<file path="config.mk">
export PLATFORM = sky130hd
export DESIGN_NAME = gp_timer
export DESIGN_NICKNAME = d
export VERILOG_FILES = /design/src/rtl/tmr_pkg.sv /design/src/rtl/tmr_prescale.sv /design/src/rtl/tmr_core.sv /design/src/rtl/gp_timer.sv
export SDC_FILE = /design/constraint.sdc
export NUM_CORES = 1
export LEC_CHECK = 0
export ABC_CLOCK_PERIOD_IN_PS = 7900
export BUFFER_PORTS_ARGS = -buffer_cell sky130_fd_sc_hd__buf_2
export CORE_MARGIN = 5
export CORE_UTILIZATION = 30
export CTS_BUF_LIST = sky130_fd_sc_hd__clkbuf_4 sky130_fd_sc_hd__clkbuf_8
export CTS_CLUSTER_SIZE = 12
export DETAILED_ROUTE_END_ITERATION = 16
export SYNTH_ARGS = -nofsm -noshare
export SYNTH_HDL_FRONTEND = slang
export SYNTH_HIERARCHICAL = 1
export SYNTH_SLANG_ARGS = --single-unit
</file>
<file path="constraint.sdc">
create_clock -name clk -period 7.9 [get_ports clk]
set_clock_uncertainty 0.05 [all_clocks]
set_input_delay 2.37 -clock clk [delete_from_list [all_inputs] [get_ports clk]]
set_output_delay 2.37 -clock clk [all_outputs]
set_load 0.05 [all_outputs]
</file>
<file path="src/rtl/tmr_pkg.sv">
// Shared constants for the compare timer: register offsets, control bit
// positions, status flag positions and source codes.
// Assumes a 32-bit register port and exactly three compare channels.
package tmr_pkg;
    localparam int REG_W   = 32;
    localparam int NUM_CMP = 3;
    localparam int FLAG_W  = 6;

    localparam int OFS_CTRL = 0;
    localparam int OFS_PRE  = 1;
    localparam int OFS_STS  = 2;
    localparam int OFS_IEN  = 3;
    localparam int OFS_CMP0 = 4;
    localparam int OFS_CNT  = 9;

    localparam int CTRL_EN      = 0;
    localparam int CTRL_ENMOD   = 1;
    localparam int CTRL_SRC_LSB = 6;
    localparam int CTRL_FRR     = 9;
    localparam int CTRL_SWR     = 15;

    localparam logic [REG_W-1:0] CTRL_FORCE0 = 32'h0000_7C14;
    localparam logic [REG_W-1:0] CTRL_LOWPWR = 32'h0000_003F;

    localparam int FLG_ROV = 5;

    localparam logic [2:0] SRC_FAST_A = 3'b001;
    localparam logic [2:0] SRC_FAST_B = 3'b010;
    localparam logic [2:0] SRC_SLOW   = 3'b100;
endpackage

</file>
<file path="src/rtl/tmr_prescale.sv">
// Source selection and prescale divider.
// Picks one tick-enable input from the source code, then emits one step for
// every (div+1) selected ticks while run is high. clear restarts the division.
// Assumes the tick inputs are synchronous enables in the clk domain.
module tmr_prescale
    import tmr_pkg::*;
#(
    parameter int PRE_W = 12
) (
    input  logic             clk,
    input  logic             rst_n,
    input  logic             tick_fast,
    input  logic             tick_slow,
    input  logic [2:0]       src_sel,
    input  logic             run,
    input  logic [PRE_W-1:0] div,
    input  logic             clear,
    output logic             step
);
    logic [PRE_W-1:0] acc;
    logic             src_tick;
    logic             src_ok;

    // Decode the source code into the selected tick.
    always_comb begin
        src_tick = 1'b0;
        src_ok   = 1'b1;
        case (src_sel)
            SRC_FAST_A, SRC_FAST_B: src_tick = tick_fast;
            SRC_SLOW:               src_tick = tick_slow;
            default:                src_ok   = 1'b0;
        endcase
    end

    // A step fires on the tick that completes a division period.
    assign step = run & src_tick & (acc >= div);

    // Division accumulator: counts selected ticks, wraps on each step.
    always_ff @(posedge clk) begin
        if (!rst_n || clear) begin
            acc <= '0;
        end else if (run && src_tick) begin
            acc <= step ? '0 : acc + 1'b1;
        end
    end

    // an invalid source code never produces a step.
    a_r2_no_source_no_step: assert property (@(posedge clk) disable iff (!rst_n)
        !src_ok |-> !step);

    // after an uncleared step the division starts again from zero.
    a_r3_step_restarts_div: assert property (@(posedge clk) disable iff (!rst_n)
        (step && !clear) |=> (acc == '0));
endmodule

</file>
<file path="src/rtl/tmr_core.sv">
// Counter and compare match logic.
// Advances the counter on step. In restart mode, a step taken at compare 0
// reloads zero. Reports per-channel match events and the free-run rollover
// event for the step being taken. clear zeroes the counter and suppresses
// the events of that cycle.
module tmr_core
    import tmr_pkg::*;
#(
    parameter int CNT_W = 32
) (
    input  logic                            clk,
    input  logic                            rst_n,
    input  logic                            step,
    input  logic                            clear,
    input  logic                            free_run,
    input  logic [NUM_CMP-1:0][CNT_W-1:0]   cmp,
    output logic [CNT_W-1:0]                cnt,
    output logic [NUM_CMP-1:0]              cmp_hit,
    output logic                            rov_hit
);
    localparam logic [CNT_W-1:0] CNT_TOP = '1;

    logic [CNT_W-1:0] cnt_next;
    logic             take;

    // Value the counter takes on a step.
    assign cnt_next = (!free_run && (cnt == cmp[0])) ? '0 : cnt + 1'b1;
    assign take     = step & ~clear;

    // One match detector per compare channel.
    for (genvar g = 0; g < NUM_CMP; g++) begin : g_hit
        assign cmp_hit[g] = take & (cnt_next == cmp[g]);
    end

    // Rollover is only flagged when free running.
    assign rov_hit = take & free_run & (cnt == CNT_TOP);

    // Counter register.
    always_ff @(posedge clk) begin
        if (!rst_n || clear) begin
            cnt <= '0;
        end else if (step) begin
            cnt <= cnt_next;
        end
    end

    // restart mode reloads zero after a compare 0 match.
    a_r11_period_reload: assert property (@(posedge clk) disable iff (!rst_n)
        (take && !free_run && (cnt == cmp[0])) |=> (cnt == '0));

    // a requested clear leaves the counter at zero.
    a_r8_clear_zeroes: assert property (@(posedge clk) disable iff (!rst_n)
        clear |=> (cnt == '0));

    // a match event leaves the counter on that compare value.
    a_r10_hit_lands_on_cmp: assert property (@(posedge clk) disable iff (!rst_n)
        cmp_hit[0] |=> (cnt == $past(cmp[0])));

    // a rollover event leaves the counter at zero.
    a_r12_rollover_wraps: assert property (@(posedge clk) disable iff (!rst_n)
        rov_hit |=> (cnt == '0));
endmodule

</file>
<file path="src/rtl/gp_timer.sv">
// Three-channel compare timer, top level.
// Holds the register file, decodes word-addressed writes, forms the counter
// clear requests and the sticky status, and drives the level interrupt.
// Assumes ADDR_W >= 4, CNT_W <= 32 and PRE_W <= 32. Reads are combinational.
module gp_timer
    import tmr_pkg::*;
#(
    parameter int CNT_W  = 32,
    parameter int PRE_W  = 12,
    parameter int ADDR_W = 4
) (
    input  logic              clk,
    input  logic              rst_n,
    input  logic              tick_fast,
    input  logic              tick_slow,
    input  logic              bus_wr,
    input  logic [ADDR_W-1:0] bus_addr,
    input  logic [REG_W-1:0]  bus_wdata,
    output logic [REG_W-1:0]  bus_rdata,
    output logic              irq
);
    logic [REG_W-1:0]              ctrl_q;
    logic [PRE_W-1:0]              pre_q;
    logic [FLAG_W-1:0]             sts_q;
    logic [FLAG_W-1:0]             ien_q;
    logic [CNT_W-1:0]              cmp_q [NUM_CMP];
    logic [NUM_CMP-1:0][CNT_W-1:0] cmp_bus;
    logic [CNT_W-1:0]              cnt;
    logic [NUM_CMP-1:0]            cmp_hit;
    logic                          rov_hit;
    logic                          step;

    logic                          wr_ctrl, wr_pre, wr_sts, wr_ien;
    logic [NUM_CMP-1:0]            wr_cmp;
    logic                          soft_rst, en_restart, per_restart, cnt_clear;
    logic [REG_W-1:0]              ctrl_wval;
    logic [FLAG_W-1:0]             evt;
    logic [REG_W-1:0]              cnt_ext, pre_ext;
    logic [REG_W-1:0]              cmp_ext [NUM_CMP];

    // Write strobes for the fixed registers.
    assign wr_ctrl = bus_wr && (bus_addr == ADDR_W'(OFS_CTRL));
    assign wr_pre  = bus_wr && (bus_addr == ADDR_W'(OFS_PRE));
    assign wr_sts  = bus_wr && (bus_addr == ADDR_W'(OFS_STS));
    assign wr_ien  = bus_wr && (bus_addr == ADDR_W'(OFS_IEN));

    // Compare strobes, packing and read extension, one per channel.
    for (genvar g = 0; g < NUM_CMP; g++) begin : g_cmp
        assign wr_cmp[g]  = bus_wr && (bus_addr == ADDR_W'(OFS_CMP0 + g));
        assign cmp_bus[g] = cmp_q[g];
        always_comb begin
            cmp_ext[g] = '0;
            cmp_ext[g][CNT_W-1:0] = cmp_q[g];
        end
    end

    // Control write value with the always-zero bits removed.
    assign ctrl_wval   = bus_wdata & ~CTRL_FORCE0 & ~(REG_W'(1) << CTRL_SWR);
    assign soft_rst    = wr_ctrl && bus_wdata[CTRL_SWR];
    assign en_restart  = wr_ctrl && !soft_rst && !ctrl_q[CTRL_EN]
                         && bus_wdata[CTRL_EN] && bus_wdata[CTRL_ENMOD];
    assign per_restart = wr_cmp[0] && !ctrl_q[CTRL_FRR];
    assign cnt_clear   = soft_rst | en_restart | per_restart;

    // Control register: software reset drops the enable and low-power bits.
    always_ff @(posedge clk) begin
        if (!rst_n) begin
            ctrl_q <= '0;
        end else if (wr_ctrl) begin
            ctrl_q <= soft_rst ? (ctrl_wval & ~CTRL_LOWPWR) : ctrl_wval;
        end
    end

    // Prescaler and interrupt-enable registers.
    always_ff @(posedge clk) begin
        if (!rst_n || soft_rst) begin
            pre_q <= '0;
            ien_q <= '0;
        end else begin
            if (wr_pre) pre_q <= bus_wdata[PRE_W-1:0];
            if (wr_ien) ien_q <= bus_wdata[FLAG_W-1:0];
        end
    end

    // Compare registers, reset to all ones.
    always_ff @(posedge clk) begin
        for (int i = 0; i < NUM_CMP; i++) begin
            if (!rst_n || soft_rst) begin
                cmp_q[i] <= '1;
            end else if (wr_cmp[i]) begin
                cmp_q[i] <= bus_wdata[CNT_W-1:0];
            end
        end
    end

    // Event vector in status bit order; capture flags are never raised.
    always_comb begin
        evt = '0;
        evt[NUM_CMP-1:0] = cmp_hit;
        evt[FLG_ROV]     = rov_hit;
    end

    // Sticky status: write-one-to-clear, new events win.
    always_ff @(posedge clk) begin
        if (!rst_n || soft_rst) begin
            sts_q <= '0;
        end else begin
            sts_q <= (wr_sts ? (sts_q & ~bus_wdata[FLAG_W-1:0]) : sts_q) | evt;
        end
    end

    tmr_prescale #(.PRE_W(PRE_W)) u_prescale (
        .clk       (clk),
        .rst_n     (rst_n),
        .tick_fast (tick_fast),
        .tick_slow (tick_slow),
        .src_sel   (ctrl_q[CTRL_SRC_LSB +: 3]),
        .run       (ctrl_q[CTRL_EN]),
        .div       (pre_q),
        .clear     (cnt_clear),
        .step      (step)
    );

    tmr_core #(.CNT_W(CNT_W)) u_core (
        .clk      (clk),
        .rst_n    (rst_n),
        .step     (step),
        .clear    (cnt_clear),
        .free_run (ctrl_q[CTRL_FRR]),
        .cmp      (cmp_bus),
        .cnt      (cnt),
        .cmp_hit  (cmp_hit),
        .rov_hit  (rov_hit)
    );

    // Zero-extend the narrow registers for reading.
    always_comb begin
        cnt_ext = '0;
        cnt_ext[CNT_W-1:0] = cnt;
        pre_ext = '0;
        pre_ext[PRE_W-1:0] = pre_q;
    end

    // Read multiplexer; capture and unmapped offsets read zero.
    always_comb begin
        bus_rdata = '0;
        case (bus_addr)
            ADDR_W'(OFS_CTRL):     bus_rdata = ctrl_q;
            ADDR_W'(OFS_PRE):      bus_rdata = pre_ext;
            ADDR_W'(OFS_STS):      bus_rdata = REG_W'(sts_q);
            ADDR_W'(OFS_IEN):      bus_rdata = REG_W'(ien_q);
            ADDR_W'(OFS_CMP0):     bus_rdata = cmp_ext[0];
            ADDR_W'(OFS_CMP0 + 1): bus_rdata = cmp_ext[1];
            ADDR_W'(OFS_CMP0 + 2): bus_rdata = cmp_ext[2];
            ADDR_W'(OFS_CNT):      bus_rdata = cnt_ext;
            default:               bus_rdata = '0;
        endcase
    end

    // Level interrupt.
    assign irq = ctrl_q[CTRL_EN] & (|(sts_q & ien_q));

    // clearing a flag with no event in that cycle leaves it clear.
    a_r4_w1c_clears: assert property (@(posedge clk) disable iff (!rst_n)
        (wr_sts && bus_wdata[0] && !cmp_hit[0]) |=> !sts_q[0]);

    // a software reset leaves the timer disabled and quiet.
    a_r7_swr_disables: assert property (@(posedge clk) disable iff (!rst_n)
        soft_rst |=> (!ctrl_q[CTRL_EN] && !irq && (cnt == '0)));

    // compare 2/3 writes do not disturb the counter.
    a_r9_cmp23_keep_count: assert property (@(posedge clk) disable iff (!rst_n)
        ((wr_cmp[1] || wr_cmp[2]) && !step) |=> $stable(cnt));
endmodule

</file>
==> Word-level counts from Yosys, hierarchy flattened <==
Memories as Yosys holds them, arrays and structs flattened.
Cells that the tools add are included.
W data, S select, Z words.
{ "classes": {"mux": 20, "mul": 0, "order_cmp": 1, "n_div": 0, "n_reduce_logical": 24, "bitwise": 19, "shifts": 0, "addsub": 2, "eq_ne": 15} }
{ "ops": {"columns": ["op", "count"], "rows": [
  ["$pmux W32 S8", 1],
  ["$eq A32 B32 Y1", 4],
  ["$mux W32", 4],
  ["$add A32 B1 Y32 const B", 1],
  ["$eq A32 B32 Y1 const B", 1],
  ["$logic_and A1 B1 Y1", 15],
  ["$add A12 B1 Y12 const B", 1],
  ["$and A6 B6 Y6", 2],
  ["$eq A4 B3 Y1 const B", 3],
  ["$ge A12 B12 Y1", 1],
  ["$mux W12", 1],
  ["$mux W6", 2],
  ["$mux W1", 11],
  ["$and A1 B1 Y1", 9],
  ["$eq A4 B2 Y1 const B", 2],
  ["$not A6 Y6", 1],
  ["$or A6 B6 Y6", 1],
  ["$reduce_or A6 Y1", 1],
  ["$or A1 B1 Y1", 5],
  ["$eq A4 B1 Y1 const B", 1],
  ["$eq A4 B4 Y1 const B", 1],
  ["$logic_not A1 Y1", 4],
  ["$logic_not A4 Y1", 1],
  ["$eq A3 B1 Y1 const B", 1],
  ["other kinds (6)", 7]
]} }
{ "totals": {"mem_bits_ro": 0, "output_inout_bits": 33, "mem_bits_rw": 96, "memories": 1, "latch_bits": 0, "regBits": 100} }
{ "memory_table": {"columns": ["name", "depth", "word_bits", "rd", "rd_clocked_by_memory_dff", "wr", "line", "rtl"], "rows": [
  ["cmp_q", 3, 32, 3, 0, 3, "gp_timer.sv:26", "logic [CNT_W-1:0] cmp_q [NUM_CMP];"]
]} }

==> Logic depth before layout (Yosys ltp) <==
{ "logic_depth": {"ltp_word": 15, "depth_mapped": 18, "ltp_nobuf": 17} }

==> By module <==
The synthesis kept the hierarchy.
{ "by_module_without_submodules": {"columns": ["module", "cells_each", "seq_area_each_um2", "area_each_um2", "instances"], "rows": [
  ["gp_timer", 657, 3843.7, 7040.5, 1],
  ["tmr_core", 559, 640.6, 4038.9, 1],
  ["tmr_prescale", 118, 240.2, 932.1, 1]
]} }

==> Worst setup path after synthesis <==
No wires, ideal clock.
{ "synth_path": {"path_type": "input -> output", "startpoint": "in bus_addr[1]", "endpoint": "out bus_rdata[12]", "slack_ps": 1355, "required_time_ps": 5480, "path_stages": 5, "arrival_time_ps": 4125, "n_path_buf": 2, "path_cell_list": "buf_4 -> buf_2 -> nor2_1 -> nand2_1 -> o21ai_0"} }
{ "synth_between": {"elab_chain_cells": 2} }
{ "synth_rtl": {"columns": ["element", "line", "rtl"], "rows": [
  ["start, declared", "gp_timer.sv:17", "input logic [ADDR_W-1:0] bus_addr,"],
  ["$eq A4 B4 Y1 (tied with other cells)", "gp_timer.sv:147", "case (bus_addr)"],
  ["$pmux W32 S8 *", "gp_timer.sv:147", null],
  ["end, declared", "gp_timer.sv:19", "output logic [REG_W-1:0] bus_rdata,"]
]} }
Every way passes the cells marked *; elsewhere a longest branch is shown, timed or not.

==> Worst setup path in the final report <==
{ "layout_path": {"startpoint": "in bus_addr[0]", "endpoint": "out bus_rdata[16]"} }
The elaborated chain is that of the path after synthesis.

==> impl_metrics.py <==
metrics = {
    "global_route": {
        "grt_max_degree": 60,
        "gr-total-overflow": 0,
        "grt_pass1_vias": 10781,
        "grt_pass1_wl_um": 72000,
        "track_usage_pct": 21.3,
        "antenna_found_initial": 0,
    },
    "clock_tree": {
        "ctsHoldBuffers": 0,
        "clkSinkCount": 188,
        "clk_pin_slew_ns": 0.10,
        "cts-buffers-inserted": 17,
        "clock_path_buffers": 2,
        "cts_root_buf": "clkbuf_8",
        "cts_tree": "yes",
        "htreeDepth": 4,
        "cts-resized-gates": 0,
        "clkLatencyLatePin_ns": 0.50,
        "cts_setup_buffers": 0,
    },
    "final_layout": {
        "fillers": 4200,
        "nNetsFinal": 1410,
        "drive_above_1_share_pct": 13.1,
        "layout.cells.non_filler": 1894,
        "multi_input_area_um2": 6660,
        "fin_util_pct": 33.1,
        "seqCellArea_um2": 4720,
        "syn2layout_area_growth_pct": 9.18,
        "layout_common_cells": "nand2_1, edfxtp_1, dfxtp_1",
        "final_common_cell": "nand2_1",
    },
    "timing": {
        "max_slew_margin_pct": 22.1,
        "post-route-min-period_ns": 6.93,
        "rsz0062_at_grt": "false",
        "hold_viol_final": 0,
        "period_share_pct": 87.8,
        "setup_tns_ns": 0,
        "tightestPinTransition_ns": 1.17,
        "setup_viol": 0,
        "drv_slew": 0,
        "timing.fmax_mhz": 144,
        "postLayoutSetupSlackWorst_ns": 0.967,
    },
    "routing": {
        "via_per_inst": 5.98,
        "m1WireLength_um": 20900,
        "highest_layer": "met4",
        "vias": 11324,
        "firstDrtPassIters": 6,
        "wl_met3_um": 3840,
        "met2_length_um": 22300,
        "wire_per_inst_um": 25.6,
        "ant_nets": 0,
        "drc": 0,
        "first_iter_violations": 1615,
        "totalWireLength_um": 48500,
    },
    "yosys": {
        "ys_types": 92,
        "synth_ff_type": "edfxtp_1",
        "syn_avg_cell_area_um2": 9.00,
        "ys_async_sr_fraction_pct": 0,
        "ys_seq_area_share_pct": 39.3,
        "syn_inst": 1334,
        "synth_edf_count": 96,
        "ys_ff_latch": 188,
        "synth-warning-count": 6,
        "synth_nets": 1389,
        "netlist_area_um2": 12000,
    },
    "place": {
        "place_inst": 1861,
        "place_ws_ns": 1.01,
        "gp_congestion": 1.03,
        "port_buffers": 73,
        "hpwl_um": 36200,
    },
    "critical_path": {
        "r2r_end": "sts_q[2]$_SDFF_PP0_",
        "r2r_start": "u_core/cnt[0]$_SDFFE_PP0P_",
        "ff2ff_path_depth": 11,
        "arrival_ns": 4.51,
        "ff2ff_setup_slack_ns": 2.82,
        "critPathCaptureType": "output pin",
        "crit_type": "input pin to output pin",
        "cp-start-kind": "input pin",
        "critPathMaxFanout": 30,
        "required_ns": 5.48,
    },
    "power": {
        "seqPwrFrac_pct": 56.1,
        "vdd_drop_max_mv": 0.0952,
        "power.density_nw_per_um2": 154,
        "combinationalPowerShare_pct": 11.3,
        "swShare_pct": 32.1,
        "p_switching_mw": 0.648,
        "p_leak_nw": 4.28,
        "intPower_mw": 1.37,
        "pwr-share-clk_pct": 32.6,
    },
    "status": {
        "status": "completed",
    },
    "floorplan": {
        "start_util_pct": 30.3,
        "rows": 73,
        "dieWidth_um": 210,
        "boundaryPins": 74,
        "die_area_um2": 44100,
        "dieHeight_um": 210,
        "core_area_um2": 39600,
    },
    "job": {
        "max_cap_viol_count": 0,
    },
    "hold_path": {
        "hold_class": "flop to flop",
        "hold_end": "sts_q[3]$_SDFFE_PP0N_",
        "min_from": "sts_q[3]$_SDFFE_PP0N_",
        "min_path_cells": 2,
    },
}
sequential cells by signal, indices dropped and copies added, names as in the netlist:
| name | cells |
|---|---|
| ien_q | 6 |
| sts_q | 6 |
| cmp_q | 96 |
| pre_q | 12 |
| u_core/cnt | 32 |
| ctrl_q | 24 |
| u_prescale/acc | 12 |
metrics by stage:
stage | hold WS [ns] | cell area [um2] | power, mW
after floorplan | 0.367 | 12000 | 1.27
after detailed placement | 0.395 | 12700 | 1.38
after global placement | 0.386 | 12700 | 1.38
after global routing | 0.451 | 13100 | 2.08
after CTS | 0.411 | 13100 | 2.02
final | 0.419 | 13100 | 2.02
worst max-delay path by stage:
| stage | from | endpoint |
|---|---|---|
| detailed placement | bus_addr[0] | bus_rdata[16] |
| CTS | bus_addr[0] | bus_rdata[16] |
| floorplan | bus_addr[1] | bus_rdata[12] |
| finish | bus_addr[0] | bus_rdata[16] |
| global route | bus_addr[0] | bus_rdata[16] |
| global placement | bus_addr[0] | bus_rdata[16] |
power groups by stage:
stage                     logic [mW]  registers, mW  clock network, mW
after floorplan                0.156           1.11                  0
final                          0.227           1.13              0.658
after CTS                      0.225           1.13              0.663
after global placement         0.222           1.15                  0
after detailed placement       0.224           1.15                  0
after global routing           0.240           1.13              0.710
Yosys cell counts, types with 6 or more instances:
cell type  number  area share [%]
o22ai_1        14            0.73
nor3_1         30             1.2
nand2b_1       11            0.57
a22oi_1        45             2.8
a221oi_1       11            0.80
a22o_1          6            0.44
nor2_1         85             2.7
buf_2          46             1.9
o21ai_0        70             2.9
nand2_1       172             5.4
xor2_1         41             3.0
ha_1           14             1.5
o211ai_1        6            0.37
a221o_1         9            0.75
dfxtp_1        92              15
a31oi_1         6            0.31
nand3_1        65             2.7
nand4_1        21             1.1
nor2b_1        37             1.9
buf_6          13             1.2
o221ai_1       26             1.9
edfxtp_1       96              24
nand4b_1        8            0.58
clkbuf_1       27            0.84
nor2_2          7            0.36
a21boi_1        8            0.50
or3_1          10            0.52
a21oi_1        59             2.5
xnor2_1        37             2.7
nand3b_1       17             1.1
nor4_1         24             1.2
o21ai_1         6            0.25
inv_1          31            0.97
a21boi_0       18             1.1
mux2i_1        36             3.0
worst max-delay path, stage by stage:
cell and delay (ns):
buf_2 0.30, nor2_1 0.94, a22oi_1 0.24, o221ai_1 0.32, buf_2 0.33
metal layers:
metal	vias up	track usage (%)
met5	-	0
met4	0	6.77
met3	87	2.87
met2	635	33.7
met1	5596	30.2
li1	5006	-
layout make-up:
type,instances,share of cell area (%)
Antenna cell,1,0.0191
Clock buffer,18,1.84
Clock inverter,14,1.11
Inverter,31,0.887
Multi-Input combinational cell,1017,50.8
Sequential cell,188,36.0
Tap cell,525,5.01
Timing Repair Buffer,100,4.33
kinds of logic after synthesis:
logic type | count (synthesis) | share of synthesized area [%]
multiplexers | 47 | 4.41
adder cells (fa/ha/maj) | 14 | 1.46
AO/OA/AOI/OAI | 331 | 19.1
buffers and inverters | 129 | 5.50
AND/OR/NAND/NOR | 545 | 24.2
flip-flops | 188 | 39.3
XOR/XNOR | 80 | 6.01
No activity file was read; power rests on OpenSTA's default activity.
